===== config.mk =====
export PLATFORM = sky130hd
export DESIGN_NAME = mod_reset_ctrl
export DESIGN_NICKNAME = d
export VERILOG_FILES = /design/src/rtl/mrc_pkg.sv /design/src/rtl/mrc_ctrl.sv /design/src/rtl/mrc_lane.sv /design/src/rtl/mrc_bank.sv /design/src/rtl/mod_reset_ctrl.sv
export SDC_FILE = /design/constraint.sdc
export NUM_CORES = 1
export LEC_CHECK = 0
export BUFFER_PORTS_ARGS = -buffer_cell sky130_fd_sc_hd__buf_2
export CORE_ASPECT_RATIO = 1.25
export CORE_MARGIN = 2
export CORE_UTILIZATION = 53
export DETAILED_ROUTE_END_ITERATION = 8
export GPL_ROUTABILITY_DRIVEN = 0
export MAX_ROUTING_LAYER = met4
export PLACE_DENSITY = 0.81
export SETUP_SLACK_MARGIN = 0.1
export SYNTH_ARGS = -nofsm -noshare
export SYNTH_HDL_FRONTEND = slang
export SYNTH_SLANG_ARGS = --single-unit
export TNS_END_PERCENT = 30

===== constraint.sdc =====
create_clock -name clk -period 1.4 [get_ports clk]
set_input_delay 0.28 -clock clk [delete_from_list [all_inputs] [get_ports clk]]
set_output_delay 0.28 -clock clk [all_outputs]
set_load 0.005 [all_outputs]

===== src/rtl/mrc_pkg.sv =====
package mrc_pkg;
  localparam int unsigned NUM_WORDS = 2;
  localparam int unsigned LANES     = 16;
  localparam int unsigned WORD_W    = 2 * LANES;
  localparam int unsigned NUM_MODS  = NUM_WORDS * LANES;
  localparam int unsigned ADDR_W    = 10;
  localparam int unsigned IDX_W     = (NUM_WORDS > 1) ? $clog2(NUM_WORDS) : 1;
  localparam logic [ADDR_W-1:0] MON_OFS   = ADDR_W'('h180);
  localparam logic [ADDR_W-1:0] WORD_SPAN = ADDR_W'(NUM_WORDS * 4);

  typedef struct packed {
    logic [NUM_WORDS-1:0] wrSel;
    logic                 refEdge;
    logic                 rdEn;
    logic                 rdCtrl;
    logic                 rdMon;
    logic [IDX_W-1:0]     rdIdx;
  } strobe_t;
endpackage


===== src/rtl/mrc_ctrl.sv =====
module mrc_ctrl
  import mrc_pkg::*;
(
  input  logic              clk,
  input  logic              rstN,
  input  logic              refClk,
  input  logic              wrEn,
  input  logic              rdEn,
  input  logic [ADDR_W-1:0] addr,
  output strobe_t           stb
);
  logic [2:0] refSync;
  logic [ADDR_W-1:0] monOff;
  logic aligned, inCtrl, inMon;
  logic [IDX_W-1:0] ctrlIdx, monIdx;

  always_ff @(posedge clk or negedge rstN) begin
    if (!rstN) refSync <= '0;
    else       refSync <= {refSync[1:0], refClk};
  end

  always_comb begin
    monOff  = addr - MON_OFS;
    aligned = (addr[1:0] == 2'b00);
    inCtrl  = aligned && (addr < WORD_SPAN);
    inMon   = aligned && (addr >= MON_OFS) && (monOff < WORD_SPAN);
    ctrlIdx = addr[IDX_W+1:2];
    monIdx  = monOff[IDX_W+1:2];
  end

  always_comb begin
    stb.refEdge = refSync[1] & ~refSync[2];
    stb.rdEn    = rdEn;
    stb.rdCtrl  = inCtrl;
    stb.rdMon   = inMon;
    stb.rdIdx   = inMon ? monIdx : ctrlIdx;
  end

  for (genvar w = 0; w < NUM_WORDS; w++) begin : g_sel
    assign stb.wrSel[w] = wrEn && inCtrl && (ctrlIdx == IDX_W'(w));
  end
endmodule


===== src/rtl/mrc_lane.sv =====
module mrc_lane #(
  parameter int unsigned MIN_REF_EDGES = 2
) (
  input  logic clk,
  input  logic rstN,
  input  logic refEdge,
  input  logic wrHit,
  input  logic wrVal,
  output logic ctrlBit,
  output logic relOut,
  output logic monBit
);
  localparam int unsigned CNT_W = $clog2(MIN_REF_EDGES + 1);
  localparam logic [CNT_W-1:0] CNT_MIN = CNT_W'(MIN_REF_EDGES);

  logic [CNT_W-1:0] holdCnt;
  logic holdDone, assertWr, monStage;

  assign holdDone = (holdCnt >= CNT_MIN);
  assign assertWr = wrHit && !wrVal;

  always_ff @(posedge clk or negedge rstN) begin
    if (!rstN) begin
      ctrlBit <= 1'b0;
      relOut  <= 1'b0;
      holdCnt <= '0;
    end else begin
      if (wrHit) ctrlBit <= wrVal;
      if (assertWr)                relOut <= 1'b0;
      else if (ctrlBit && holdDone) relOut <= 1'b1;
      if (assertWr)                 holdCnt <= '0;
      else if (refEdge && !holdDone) holdCnt <= holdCnt + 1'b1;
    end
  end

  always_ff @(posedge clk or negedge rstN) begin
    if (!rstN) begin
      monStage <= 1'b0;
      monBit   <= 1'b0;
    end else if (refEdge) begin
      monStage <= relOut;
      monBit   <= monStage;
    end
  end
endmodule


===== src/rtl/mrc_bank.sv =====
module mrc_bank
  import mrc_pkg::*;
#(
  parameter int unsigned MIN_REF_EDGES = 2
) (
  input  logic                clk,
  input  logic                rstN,
  input  strobe_t             stb,
  input  logic [WORD_W-1:0]   wrData,
  output logic [WORD_W-1:0]   rdData,
  output logic [NUM_MODS-1:0] modRstN
);
  logic [LANES-1:0] ctrlWord [NUM_WORDS];
  logic [LANES-1:0] monWord  [NUM_WORDS];
  logic [WORD_W-1:0] rdNext;

  for (genvar w = 0; w < NUM_WORDS; w++) begin : g_word
    for (genvar l = 0; l < LANES; l++) begin : g_lane
      mrc_lane #(.MIN_REF_EDGES(MIN_REF_EDGES)) u_lane (
        .clk    (clk),
        .rstN   (rstN),
        .refEdge(stb.refEdge),
        .wrHit  (stb.wrSel[w] && wrData[LANES + l]),
        .wrVal  (wrData[l]),
        .ctrlBit(ctrlWord[w][l]),
        .relOut (modRstN[w*LANES + l]),
        .monBit (monWord[w][l])
      );
    end
  end

  always_comb begin
    rdNext = '0;
    if (stb.rdCtrl)     rdNext = {{LANES{1'b0}}, ctrlWord[stb.rdIdx]};
    else if (stb.rdMon) rdNext = {{LANES{1'b0}}, monWord[stb.rdIdx]};
  end

  always_ff @(posedge clk or negedge rstN) begin
    if (!rstN)         rdData <= '0;
    else if (stb.rdEn) rdData <= rdNext;
  end
endmodule


===== src/rtl/mod_reset_ctrl.sv =====
module mod_reset_ctrl
  import mrc_pkg::*;
#(
  parameter int unsigned MIN_REF_EDGES = 2
) (
  input  logic                clk,
  input  logic                rstN,
  input  logic                refClk,
  input  logic                wrEn,
  input  logic                rdEn,
  input  logic [ADDR_W-1:0]   addr,
  input  logic [WORD_W-1:0]   wrData,
  output logic [WORD_W-1:0]   rdData,
  output logic [NUM_MODS-1:0] modRstN
);
  strobe_t stb;

  mrc_ctrl u_ctrl (
    .clk   (clk),
    .rstN  (rstN),
    .refClk(refClk),
    .wrEn  (wrEn),
    .rdEn  (rdEn),
    .addr  (addr),
    .stb   (stb)
  );

  mrc_bank #(.MIN_REF_EDGES(MIN_REF_EDGES)) u_bank (
    .clk    (clk),
    .rstN   (rstN),
    .stb    (stb),
    .wrData (wrData),
    .rdData (rdData),
    .modRstN(modRstN)
  );
endmodule


==> results.txt, run 1 <==
Clock skew on the completed layout was measured at 6.488 ps. The logs give -70.65 ps for the worst-case setup margin in the final layout and 27 for the number of distinct library cells after synthesis. Worst hold-check path type: in2reg.

The worst-case IR drop observed on VDD is 0.7642 mV. After detailed routing, the average wire length per cell comes to 21.10 um. In this run the worst path has a maximum fanout of 10. For the final design instance area without fill, the log shows 12390 um^2.

In this run, CTS created clock tree buffers numbering 20. Maximum level of the CTS H-tree: 1. The design draws 13.04 mW.

0 antenna diodes ended up in the layout. The starting utilization of the core area is 54.25%, and the post-detailed-route via-to-cell ratio is 5.888. For this run, the total global-route usage over all layers was measured as 22.67%.

The critical-path cell with the highest stage delay was sky130_fd_sc_hd__or4_4. In this run the standard cell core region covers 18170 um^2. Counting both buffers and inverters, the worst setup path holds a total of 3. TritonCTS built the clock tree. The remaining design rule violation count came out at 0. Summing every instance area after synthesis gives 9856 um^2.

The run gives 111 as the I/O pin count. Including well taps, the total number of placed cells is 1163. The run gives 53.57% as the portion of the post-synthesis area used by sequential elements. The count of cells in the finished layout, fillers not included, comes to 1228. The final reports fail on negative setup slack. Counting stages on the worst path, the most repeated cell is sky130_fd_sc_hd__buf_6. The initialized floorplan defines 55 standard-cell rows. For the aggregate negative setup slack, the log shows -1099 ps.

For this run, the number of Yosys warnings is 0. The detailed router placed 7231 vias in this run. STA classifies the critical path startpoint as an input pin. After detailed routing, the total wire length is 25910 um. The tools report the post-detailed-placement half-perimeter wirelength as 13460 um. Cells fill 68.19% of the core in the end.

Setup violations remaining at the end of the flow were counted as 50. Counting every sink on the clock net gives 211. Measured along the x axis, the die boundary spans 126.0 um.

The logs give 3 for the worst-case clock buffer depth and 6986 for the via count of the first global-routing pass. The signal on the critical path passes through buf_6 -> or4_4 -> nor4_4 -> buf_6 -> clkbuf_16 -> nand2_1 -> mux2_2. The first global-routing pass estimated 35170 um of wire.

The tools report the leakage power as 5.194 nW. The post-route fraction of the period consumed by the critical path is 105.0%. Data required time of the worst path: 1780 ps.

In the synthesized netlist the dominant register cell turns out to be sky130_fd_sc_hd__dfrtp_1. Counting flops and latches in the post-synthesis netlist gives 211. Entering global routing, the biggest net connects 48 pins. The slew at the pin closest to its max-slew limit was 743.3 ps. The worst stage delay on the critical path is 580 ps, and the height of the die is 156.5 um. The detail route stage leaves a number of antenna-violating nets equal to 0.

The final-report hold violation count is 0. Setup repair after global routing could not meet its margin everywhere. The filler cells instantiated in the layout total 1169.

Counting flops with a built-in enable in the synthesized netlist gives 0. After global routing the overflow that remains totals 0. The clock edge transition at the registers on the reported setup and hold paths came out at 60 ps. For this run, asynchronously set or reset flops after synthesis account for 100.0%. The setup path with the least slack is of type in2reg. The power per unit of standard cell area is 1052 nW/um^2. Port buffering added 94 buffers. The die area is 19710 um^2, and the highest clock frequency the design can meet is 0.6800 GHz.

The first detailed-routing pass ran for 5 iterations. Endpoint type of the worst setup path: a register. Among cell families on the critical path, the largest total delay comes from simple AND/OR/NAND/NOR gates. After the first detailed-routing iteration, the DRC count stood at 541.

The layout overhead on the synthesized area was 25.69%; the average cell area after synthesis was 11.35 um^2. The clock latency reported for the late side of the worst-skew pair is 500 ps. Subtracting the final worst setup slack from the clock period gives 1471 ps. The tools report the number of maximum-capacitance violations as 0.

Of the cells placed in the final design, the portion with a size suffix greater than 1 is 38.50%. For the worst hold margin, the log shows 43.64 ps. In this run the clock root is driven by a sky130_fd_sc_hd__clkbuf_16. The run finished, with violations left.

The tools report the initial antenna violation count as 0. Summing all placed instances gives a cell area of 10680 um^2. The final max-slew violation count is 0. Synthesis produced a netlist whose cell count is 868.

The final layout contains 1067 nets. Measured against its own limit, the worst slew margin works out to 50.34%. The logs give -553.9 ps for the worst slack at placement and 1850 ps for the worst endpoint data arrival time.
## cell type report
cell class                      count  area [um^2]  area share (%)
Sequential cell                   211         5280           42.62
Clock inverter                      7        85.08          0.6868
Multi-Input combinational cell    556         4571           36.90
Timing Repair Buffer              164         1438           11.60
Tap cell                          228        285.3           2.303
Clock buffer                       28        601.8           4.858
Inverter                           34        127.6           1.030
## worst paths after layout
| path | from | endpoint | slack (ps) | cells after the start |
|---|---|---|---|---|
| worst max-delay path | addr[6] | u_bank.g_word[0].g_lane[15].u_lane.ctrlBit | -70 | 7 |
| worst min-delay path | wrData[13] | u_bank.g_word[1].g_lane[13].u_lane.ctrlBit | 40 | 2 |
| worst max register to register | u_ctrl.refSync[2] | u_bank.g_word[1].g_lane[8].u_lane.holdCnt[1] | -50 | 6 |
| worst min register to register | u_ctrl.refSync[0] | u_ctrl.refSync[1] | 360 | 0 |
| max in group asynchronous | rstN | u_bank.g_word[0].g_lane[13].u_lane.monBit | 660 | 3 |
| min in group asynchronous | rstN | u_bank.g_word[0].g_lane[3].u_lane.monStage | 220 | 2 |
## power breakdown
group / total (mW) / switching (mW) / internal (mW)
Sequential: 6.28 / 0.0864 / 6.20
Clock: 5.69 / 2.32 / 3.36
Combinational: 1.07 / 0.630 / 0.437
Total: 13.0 / 3.04 / 10.0
## cell families after synthesis
family / count (synthesis) / synth area share (%)
fa+ha+maj: 33 / 4.189
xor+xnor: 32 / 2.844
simple gates: 201 / 9.864
buf+inv: 116 / 6.538
mux: 128 / 14.22
compound gates: 146 / 8.734
other cells: 1 / 0.03805
flops: 211 / 53.57
## synthesized netlist by cell type (3+ instances only)
cell	instances	share of area, %
sky130_fd_sc_hd__nand2_1	33	1.3
sky130_fd_sc_hd__buf_2	11	0.56
sky130_fd_sc_hd__mux2_2	96	11
sky130_fd_sc_hd__nand2b_1	17	1.1
sky130_fd_sc_hd__buf_4	48	3.7
sky130_fd_sc_hd__or2_2	3	0.19
sky130_fd_sc_hd__o21a_1	25	1.9
sky130_fd_sc_hd__ha_1	33	4.2
sky130_fd_sc_hd__dfrtp_1	211	54
sky130_fd_sc_hd__nor2_1	63	2.4
sky130_fd_sc_hd__mux2i_1	32	3.2
sky130_fd_sc_hd__xnor2_1	32	2.8
sky130_fd_sc_hd__nor3_1	62	3.1
sky130_fd_sc_hd__a21oi_1	103	5.2
sky130_fd_sc_hd__clkbuf_1	21	0.80
sky130_fd_sc_hd__inv_1	34	1.3
sky130_fd_sc_hd__o221ai_1	16	1.4
sky130_fd_sc_hd__nor2b_1	17	1.1
## sequential cells by signal (all words and copies together), names as in the netlist
signal                                cells
u_bank.g_word.g_lane.u_lane.ctrlBit      32
u_bank.g_word.g_lane.u_lane.holdCnt      64
u_bank.g_word.g_lane.u_lane.monBit       32
u_bank.g_word.g_lane.u_lane.monStage     32
u_bank.g_word.g_lane.u_lane.relOut       32
u_bank.rdData                            16
u_ctrl.refSync                            3
## layer usage
layer | vias up | routed length [um] | GRT usage [%]
met3 | 74 | 1543 | 3.385
met2 | 269 | 13440 | 38.30
met1 | 3707 | 9954 | 28.27
li1 | 3181 | - | -
met5 | - | 0 | -
met4 | 0 | 980 | 7.483
## timing repair
item                                   in CTS  in global routing
pin swaps                                   2                 13
setup buffers                               4                 14
setup endpoints to repair                 147                235
hold buffers                                2                  0
gates resized for setup                    35                103
gates cloned                                1                  9
endpoints found under the hold margin     212                  0
## cell usage in the layout, fill, tap and decap left out, drive strengths merged
| master | synthesis | final |
|---|---|---|
| o211a | 1 | 1 |
| nor2 | 63 | 63 |
| or2 | 3 | 3 |
| mux2i | 32 | 32 |
| o21a | 25 | 25 |
| nor4 | 2 | 2 |
| ha | 33 | 33 |
| or3 | 1 | 1 |
| bufinv | 0 | 2 |
| conb | 1 | 16 |
| clkbuf | 21 | 36 |
| nor3 | 62 | 62 |
| inv | 34 | 34 |
| mux2 | 96 | 96 |
| or3b | 1 | 1 |
| dlygate4sd3 | 0 | 2 |
| buf | 61 | 154 |
| o211ai | 1 | 1 |
| clkinv | 0 | 5 |
| nand3 | 1 | 1 |
| nand2 | 33 | 33 |
| dfrtp | 211 | 211 |
| nand2b | 17 | 17 |
| or4 | 1 | 1 |
| a21oi | 103 | 103 |
| xnor2 | 32 | 32 |
| nor2b | 17 | 17 |
| o221ai | 16 | 16 |
Note: power is estimated with default switching activity, not from simulation.
==> run 2: changes to the inputs <==
--- a/config.mk
+++ b/config.mk
@@ -14,6 +14,7 @@
 export MAX_ROUTING_LAYER = met4
 export PLACE_DENSITY = 0.81
 export SETUP_SLACK_MARGIN = 0.1
+export SKIP_CTS_REPAIR_TIMING = 1
 export SYNTH_ARGS = -nofsm -noshare
 export SYNTH_HDL_FRONTEND = slang
 export SYNTH_SLANG_ARGS = --single-unit
==> run 2 against run 1 <==
- the flow still finishes with violations (negative setup slack)
- wire length is 8.9% lower
- clock-buffer cell count did not move
- global-route usage down 0.94 points
- worst hold slack gained 8.9 ps
- critical path type unchanged
- critical endpoint unchanged
- largest power group unchanged
==> results.txt, run 2 (synthesis gave the netlist of run 1 again) <==
The largest fanout on the critical path works out to 20 (+10). The run gives 0 (unchanged) as the final-report hold violation count. The worst hold margin was 52.52 ps (+8.887 ps). The tools report the wire length of the first global-routing pass as 33950 um (-3.5%).

Clock tree synthesis selected as its root buffer the cell sky130_fd_sc_hd__clkbuf_16. TritonCTS built the clock tree. The routed wirelength normalized by instance count works out to 19.40 um (-8.1%). The logs give 1 (+1) for the initial antenna violation count and 0.6802 GHz (about the same) for the highest clock frequency the design can meet.

The sink count of the clock tree is 211 (unchanged). The final wirelength is 23610 um (-8.9%). The I/O pin count was 111 (unchanged); the worst-case setup margin in the final layout was -70.11 ps (+0.5383 ps). The worst endpoint data arrival time came out at 1840 ps (about the same). The final reports fail on negative setup slack. The number of fill cells is 1219 (+4.3%). Setup repair after global routing could not meet its margin everywhere.

The run gives 6859 (-1.8%) as the via count of the first global-routing pass. Multi-input gate area in the final layout: 4417 um^2 (-3.4%). The power per unit of standard cell area was 1069 nW/um^2 (+1.6%); the worst slack at placement was -553.9 ps (unchanged). The slew at the pin closest to its max-slew limit came out at 728.5 ps (-14.83 ps). Tightest slew margin relative to the limit: 51.34% (+0.99 points). The category of the most critical setup path is in2reg. The site row count is 55 (unchanged). The commonest non-fill, non-tap cell in the layout was sky130_fd_sc_hd__dfrtp_1.

The height of the die came out at 156.5 um (unchanged). On the critical path, the stage with the largest delay is an instance of sky130_fd_sc_hd__or4_4. The worst setup path is launched from an input pin. The total grt overflow is 0 (unchanged), and the worst stage delay on the critical path is 580 ps (about the same). Number of buffers inserted during clock tree synthesis: 20 (unchanged). The run gives 10680 um^2 (unchanged) as the post-place instance area.

Register area: 5280 um^2 (unchanged). Remaining design rule violation count: 0 (unchanged). STA classifies the critical path endpoint as a register. The width of the die was 126.0 um (unchanged); the die area was 19710 um^2 (unchanged). The net total in the final layout was 1055 (-1.1%). The via count of the routed design came out at 6922 (-4.3%). The fraction of layout instances using a drive strength above 1 was 37.45% (-1.1 points). The top cell types in the final layout, fill and taps aside, are sky130_fd_sc_hd__dfrtp_1 (211), sky130_fd_sc_hd__buf_2 (92), sky130_fd_sc_hd__mux2_2 (82). The tools report the data required time of the worst path as 1770 ps (about the same). Post-detailed-route via-to-cell ratio: 5.688 (-3.4%). Grouping stages by cell kind, the critical path spends the most delay in simple AND/OR/NAND/NOR gates. Counting flops per register, the top entry is u_bank.g_word.g_lane.u_lane.holdCnt. The flow ran to the end, but the final reports show violations.

Count of buffer and inverter cells on the critical path: 2 (-1). The run gives 3 (unchanged) as the worst-case clock buffer depth. The number of port buffers is 94 (unchanged). The worst hold-check path type is in2reg. The first-pass iteration count of the detailed router came out at 4 (-1). The post-route fraction of the period consumed by the critical path was 105.0% (about the same); the layout overhead on the synthesized area was 22.34%. Final design instance area without fill: 12060 um^2 (-2.7%). Clock period minus final worst setup slack: 1470 ps (-0.5383 ps). The run gives 10.87 ps (+4.378 ps) as the clock tree skew after final layout.

For the leakage power, the log shows 5.032 nW (-3.1%). The tools report the iteration-0 DRC count of the detailed router as 482 (-11%). The clock edge transition at the registers on the reported setup and hold paths was 60 ps (about the same); the setup-violating endpoint count in the final report was 37 (-26%).

The largest net degree at the start of global routing was 48 (unchanged); the number of nets with antenna violations after detailed routing was 0 (unchanged). The run gives 1 (unchanged) as the maximum level of the CTS H-tree. The logs give 0.7266 mV (-4.9%) for the worst ir drop on vdd and 21.73% (-0.94 points) for the total routing resource utilization after global routing. The clock latency reported for the late side of the worst-skew pair is 490 ps (about the same), and the final max-slew violation count is 0 (unchanged). Number of maximum-capacitance violations: 0 (unchanged). Traced cell by cell, the critical path runs through buf_6 -> or4_4 -> nor4_4 -> clkbuf_16 -> nand2_1 -> mux2_2. The logs give 13460 um (unchanged) for the post-detailed-placement half-perimeter wirelength and 54.25% (unchanged) for the starting utilization of the core area. The area of the placeable core is 18170 um^2 (unchanged), and the flip-flop count of the largest register, all copies and words added is 64 (unchanged).
-- run 2: cell count changes in the layout (fill, tap and decap cells not counted), sizes merged --
cell	previous run	this run
buf	154	144
diode	0	1
clkbuf	36	34
-- run 2: final timing paths --
kind | startpoint | to | slack [ps] | cells after the start
hold reg to reg | u_ctrl.refSync[0] | u_ctrl.refSync[1] | 360 | 0
setup reg to reg | u_bank.g_word[0].g_lane[1].u_lane.holdCnt[0] | u_bank.g_word[0].g_lane[1].u_lane.holdCnt[0] | -70 | 6
max in group asynchronous | rstN | u_bank.g_word[1].g_lane[12].u_lane.monBit | 660 | 3
min in group asynchronous | rstN | u_bank.g_word[0].g_lane[3].u_lane.monStage | 230 | 2
hold / removal | wrData[13] | u_bank.g_word[1].g_lane[13].u_lane.ctrlBit | 50 | 2
setup / recovery | addr[6] | u_bank.g_word[0].g_lane[15].u_lane.ctrlBit | -70 | 6
-- run 2: final cells by class --
cell class,instances,area share (%)
Sequential cell,211,43.79
Multi-Input combinational cell,556,36.63
Timing Repair Buffer,152,10.44
Clock buffer,28,4.991
Tap cell,228,2.366
Inverter,34,1.058
Clock inverter,7,0.7056
Antenna cell,1,0.02075
-- run 2: power breakdown --
group	switching [mW]	internal (mW)
Sequential	0.0804	6.20
Combinational	0.575	0.392
Clock	2.28	3.36
Total	2.94	9.95
-- run 2: worst register-to-register path, stage by stage (launching register included) --
cell                      delay, ps
sky130_fd_sc_hd__dfrtp_1        380
sky130_fd_sc_hd__inv_1           70
sky130_fd_sc_hd__ha_1           220
sky130_fd_sc_hd__or2_2          320
sky130_fd_sc_hd__nor2_2         120
sky130_fd_sc_hd__xnor2_1        160
sky130_fd_sc_hd__a21oi_1         60
-- run 2: metal layers --
metal  track usage (%)  routed length (um)  share of wire (%)
met2             37.07               11970                 51
met5                 -                   0                  0
met3             3.829                1394                5.9
met1             26.36                9421                 40
met4             7.221                 824                3.5
-- run 2: per-stage QoR --
stage	util (%)	cells	power, mW	TNS [ps]
2_1_floorplan	-	883	6.861	-67530
3_3_place_gp	58.79	1163	7.201	-58850
3_5_place_dp	58.79	1163	7.231	-61000
4_1_cts	62.57	1198	12.84	-963.9
5_1_grt	66.37	1217	13.30	-2761
6_report	66.37	1217	12.89	-1511
==> run 3: changes to the inputs <==
--- a/config.mk
+++ b/config.mk
@@ -11,8 +11,10 @@
 export CORE_UTILIZATION = 53
 export DETAILED_ROUTE_END_ITERATION = 8
 export GPL_ROUTABILITY_DRIVEN = 0
+export GPL_TIMING_DRIVEN = 0
 export MAX_ROUTING_LAYER = met4
 export PLACE_DENSITY = 0.81
+export REMOVE_ABC_BUFFERS = 1
 export SETUP_SLACK_MARGIN = 0.1
 export SKIP_CTS_REPAIR_TIMING = 1
 export SYNTH_ARGS = -nofsm -noshare
==> run 3 against run 2 <==
- the flow finishes with violations (negative hold slack, negative setup slack)
- first-iteration DRC count grew 20%
- sequential power is essentially flat
- critical path depth grew 1
- clock skew shrank 2.3 ps
- worst hold slack lost 270 ps
- final cell count grew 1.3%
- global-route usage shrank 1.1 points
- via count grew 3.3%
- sequential share of layout area shrank 1.9 points
- combinational power grew 9%
- worst setup slack lost 170 ps
- critical endpoint is now u_bank.g_word[1].g_lane[7].u_lane.ctrlBit
==> results.txt, run 3 (synthesis gave the netlist of run 1 again) <==
The startpoint of the worst-slack reg-to-reg timing path was u_ctrl.refSync[1]. The slew at the pin closest to its max-slew limit is 735.2 ps (+6.719 ps), and the initial antenna violation count is 0 (-1). For the worst hold margin, the log shows -217.3 ps (-269.8 ps).

The final reports fail on negative hold slack, negative setup slack. The clock period minus final worst setup slack works out to 1636 ps (+166.0 ps). The root cell of the clock tree was sky130_fd_sc_hd__clkbuf_16. The worst setup path is of the in2reg kind. The post-detailed-route via-to-cell ratio is 5.800 (+2.0%).

The nature of the critical path startpoint was an input pin. For the leakage power, the log shows 5.380 nW (+6.9%). The tools report the number of fill cells as 1204 (-1.2%). Net total in the final layout: 1072 (+1.6%).

Worst hold-check path type: in2async. The final design instance area without fill is 12600 um^2 (+4.5%). The data required time of the worst path is 1770 ps (about the same). The iteration-0 DRC count of the detailed router came out at 578 (+20%). The logs give 117 (+140%) for the largest net degree at the start of global routing and 10320 um^2 (-3.3%) for the post-place instance area.

The slack of the worst reg-to-reg path was -130 ps (-60 ps); the final max-slew violation count was 0 (unchanged). The flip-flop count of the largest register, all copies and words added is 64 (unchanged). TritonCTS built the clock tree. The number of nets with antenna violations after detailed routing is 0 (unchanged).

For the tightest slew margin relative to the limit, the log shows 50.99% (-0.35 points). Endpoint of the most critical register-to-register path: u_bank.g_word[1].g_lane[10].u_lane.holdCnt[0]. For the total routing resource utilization after global routing, the log shows 20.61% (-1.1 points).

The logs give 21 (+5.0%) for the number of buffers inserted during clock tree synthesis and 144 (+290%) for the setup-violating endpoint count in the final report. The starting utilization of the core area was 54.25% (unchanged). The sink count of the clock tree is 211 (unchanged), and the post-route fraction of the period consumed by the critical path is 116.9% (+12 points).

The clock edge transition at the registers on the reported setup and hold paths works out to 60 ps (about the same). The tools report the I/O pin count as 111 (unchanged). The worst slack at placement is -1804 ps (-1250 ps), and the wire length of the first global-routing pass is 32620 um (-3.9%).

The count of buffer and inverter cells on the critical path came out at 3 (+1). The run finished, with violations left. The logs give 1 (unchanged) for the maximum level of the CTS H-tree and 8.601 ps (-2.265 ps) for the clock tree skew after final layout. Endpoint type of the worst setup path: a register.

The tools report the total power as 13.36 mW (+3.6%). Ranked by flip-flop count, first place goes to u_bank.g_word.g_lane.u_lane.holdCnt. Power per unit of standard cell area: 1060 nW/um^2 (-0.87%).

The width of the die is 126.0 um (unchanged), and the logic depth of the worst path, buffers included is 7 (+1). The dominant delay contributor by cell family on the critical path was simple AND/OR/NAND/NOR gates. The via count of the first global-routing pass is 6762 (-1.4%), and the worst-case setup margin in the final layout is -236.1 ps (-166.0 ps). The antenna cell count is 0 (-1), and the number of port buffers is 94 (unchanged). The routed wirelength normalized by instance count was 20.78 um (+7.1%). Setup repair after global routing could not meet its margin everywhere.

The critical path goes through buf_2 -> or4_4 -> nor4_4 -> buf_12 -> buf_12 -> nand2_4 -> mux2_4. The site row count came out at 55 (unchanged). The die area came out at 19710 um^2 (unchanged). For this design, the slowest cell found on the critical path is sky130_fd_sc_hd__or4_4. The worst-case clock buffer depth came out at 3 (unchanged). The via count of the routed design was 7152 (+3.3%); the fraction of layout instances using a drive strength above 1 was 38.01% (+0.56 points).

The remaining design rule violation count came out at 0 (unchanged). Leaving out fill and tap cells, the most frequent cell in the layout is sky130_fd_sc_hd__dfrtp_1. The height of the die was 156.5 um (unchanged). For the final-report hold violation count, the log shows 95 (+95).

The total grt overflow is 0 (unchanged), and the worst stage delay on the critical path is 550 ps (-30 ps). The path depth of the worst reg2reg path came out at 6 (unchanged). For the worst ir drop on vdd, the log shows 0.7948 mV (+9.4%).

The largest fanout on the critical path is 8 (-60%). The clock latency reported for the late side of the worst-skew pair is 490 ps (about the same). The top cell types in the final layout, fill and taps aside, are sky130_fd_sc_hd__dfrtp_1 (209), sky130_fd_sc_hd__a21oi_1 (96), sky130_fd_sc_hd__buf_2 (89). The post-detailed-placement half-perimeter wirelength came out at 12650 um (-6.0%). The run gives 0.6112 GHz (-10%) as the highest clock frequency the design can meet. The run gives 2010 ps (+170 ps) as the worst endpoint data arrival time.

The area of the placeable core was 18170 um^2 (unchanged); the layout overhead on the synthesized area was 27.88%. The first-pass iteration count of the detailed router was 5 (+1); the final wirelength was 25620 um (+8.5%). The library cell appearing most often on the critical path is sky130_fd_sc_hd__buf_12. The number of maximum-capacitance violations is 0 (unchanged).
## run 3: layer usage
layer / GRT usage (%) / up-vias / routed length [um]
li1: - / 3196 / -
met5: - / - / 0
met3: 2.393 / 105 / 1094
met2: 36.61 / 229 / 13590
met4: 6.122 / 0 / 1241
met1: 24.84 / 3622 / 9692
## run 3: cell type report
| cell class | instances | area, um^2 | area share (%) |
|---|---|---|---|
| clock buffer | 27 | 588.1 | 4.666 |
| clock inverter | 9 | 145.1 | 1.152 |
| inverter | 34 | 127.6 | 1.013 |
| multi-input combinational | 560 | 4697 | 37.27 |
| sequential | 211 | 5283 | 41.91 |
| tap | 228 | 285.3 | 2.263 |
| timing repair buffer | 164 | 1478 | 11.72 |
## run 3: worst max-delay path by stage
| stage | endpoint | start |
|---|---|---|
| global route | u_bank.g_word[1].g_lane[4].u_lane.ctrlBit | addr[5] |
| finish | u_bank.g_word[1].g_lane[7].u_lane.ctrlBit | addr[5] |
| global placement | u_bank.g_word[0].g_lane[1].u_lane.holdCnt[0] | u_ctrl.refSync[2] |
| CTS | u_bank.g_word[1].g_lane[7].u_lane.ctrlBit | addr[2] |
| detailed placement | u_bank.g_word[1].g_lane[4].u_lane.ctrlBit | addr[2] |
| floorplan | u_bank.g_word[0].g_lane[0].u_lane.holdCnt[0] | u_ctrl.refSync[2] |
## run 3: per-stage QoR
stage	setup TNS (ps)	cells	util, %
4_1_cts	-135610	1170	60.87
6_report	-11840	1233	69.37
2_1_floorplan	-383490	801	-
5_1_grt	-15360	1233	69.37
3_5_place_dp	-200540	1134	56.83
3_3_place_gp	-1414770	1123	55.87
## run 3: where the power goes
part / switching, mW / internal, mW / total (mW) / leakage (nW)
registers: 0.0876 / 6.20 / 6.29 / 2.11
logic: 0.629 / 0.424 / 1.05 / 2.90
clock network: 2.33 / 3.69 / 6.02 / 0.366
total: 3.04 / 10.3 / 13.4 / 5.38
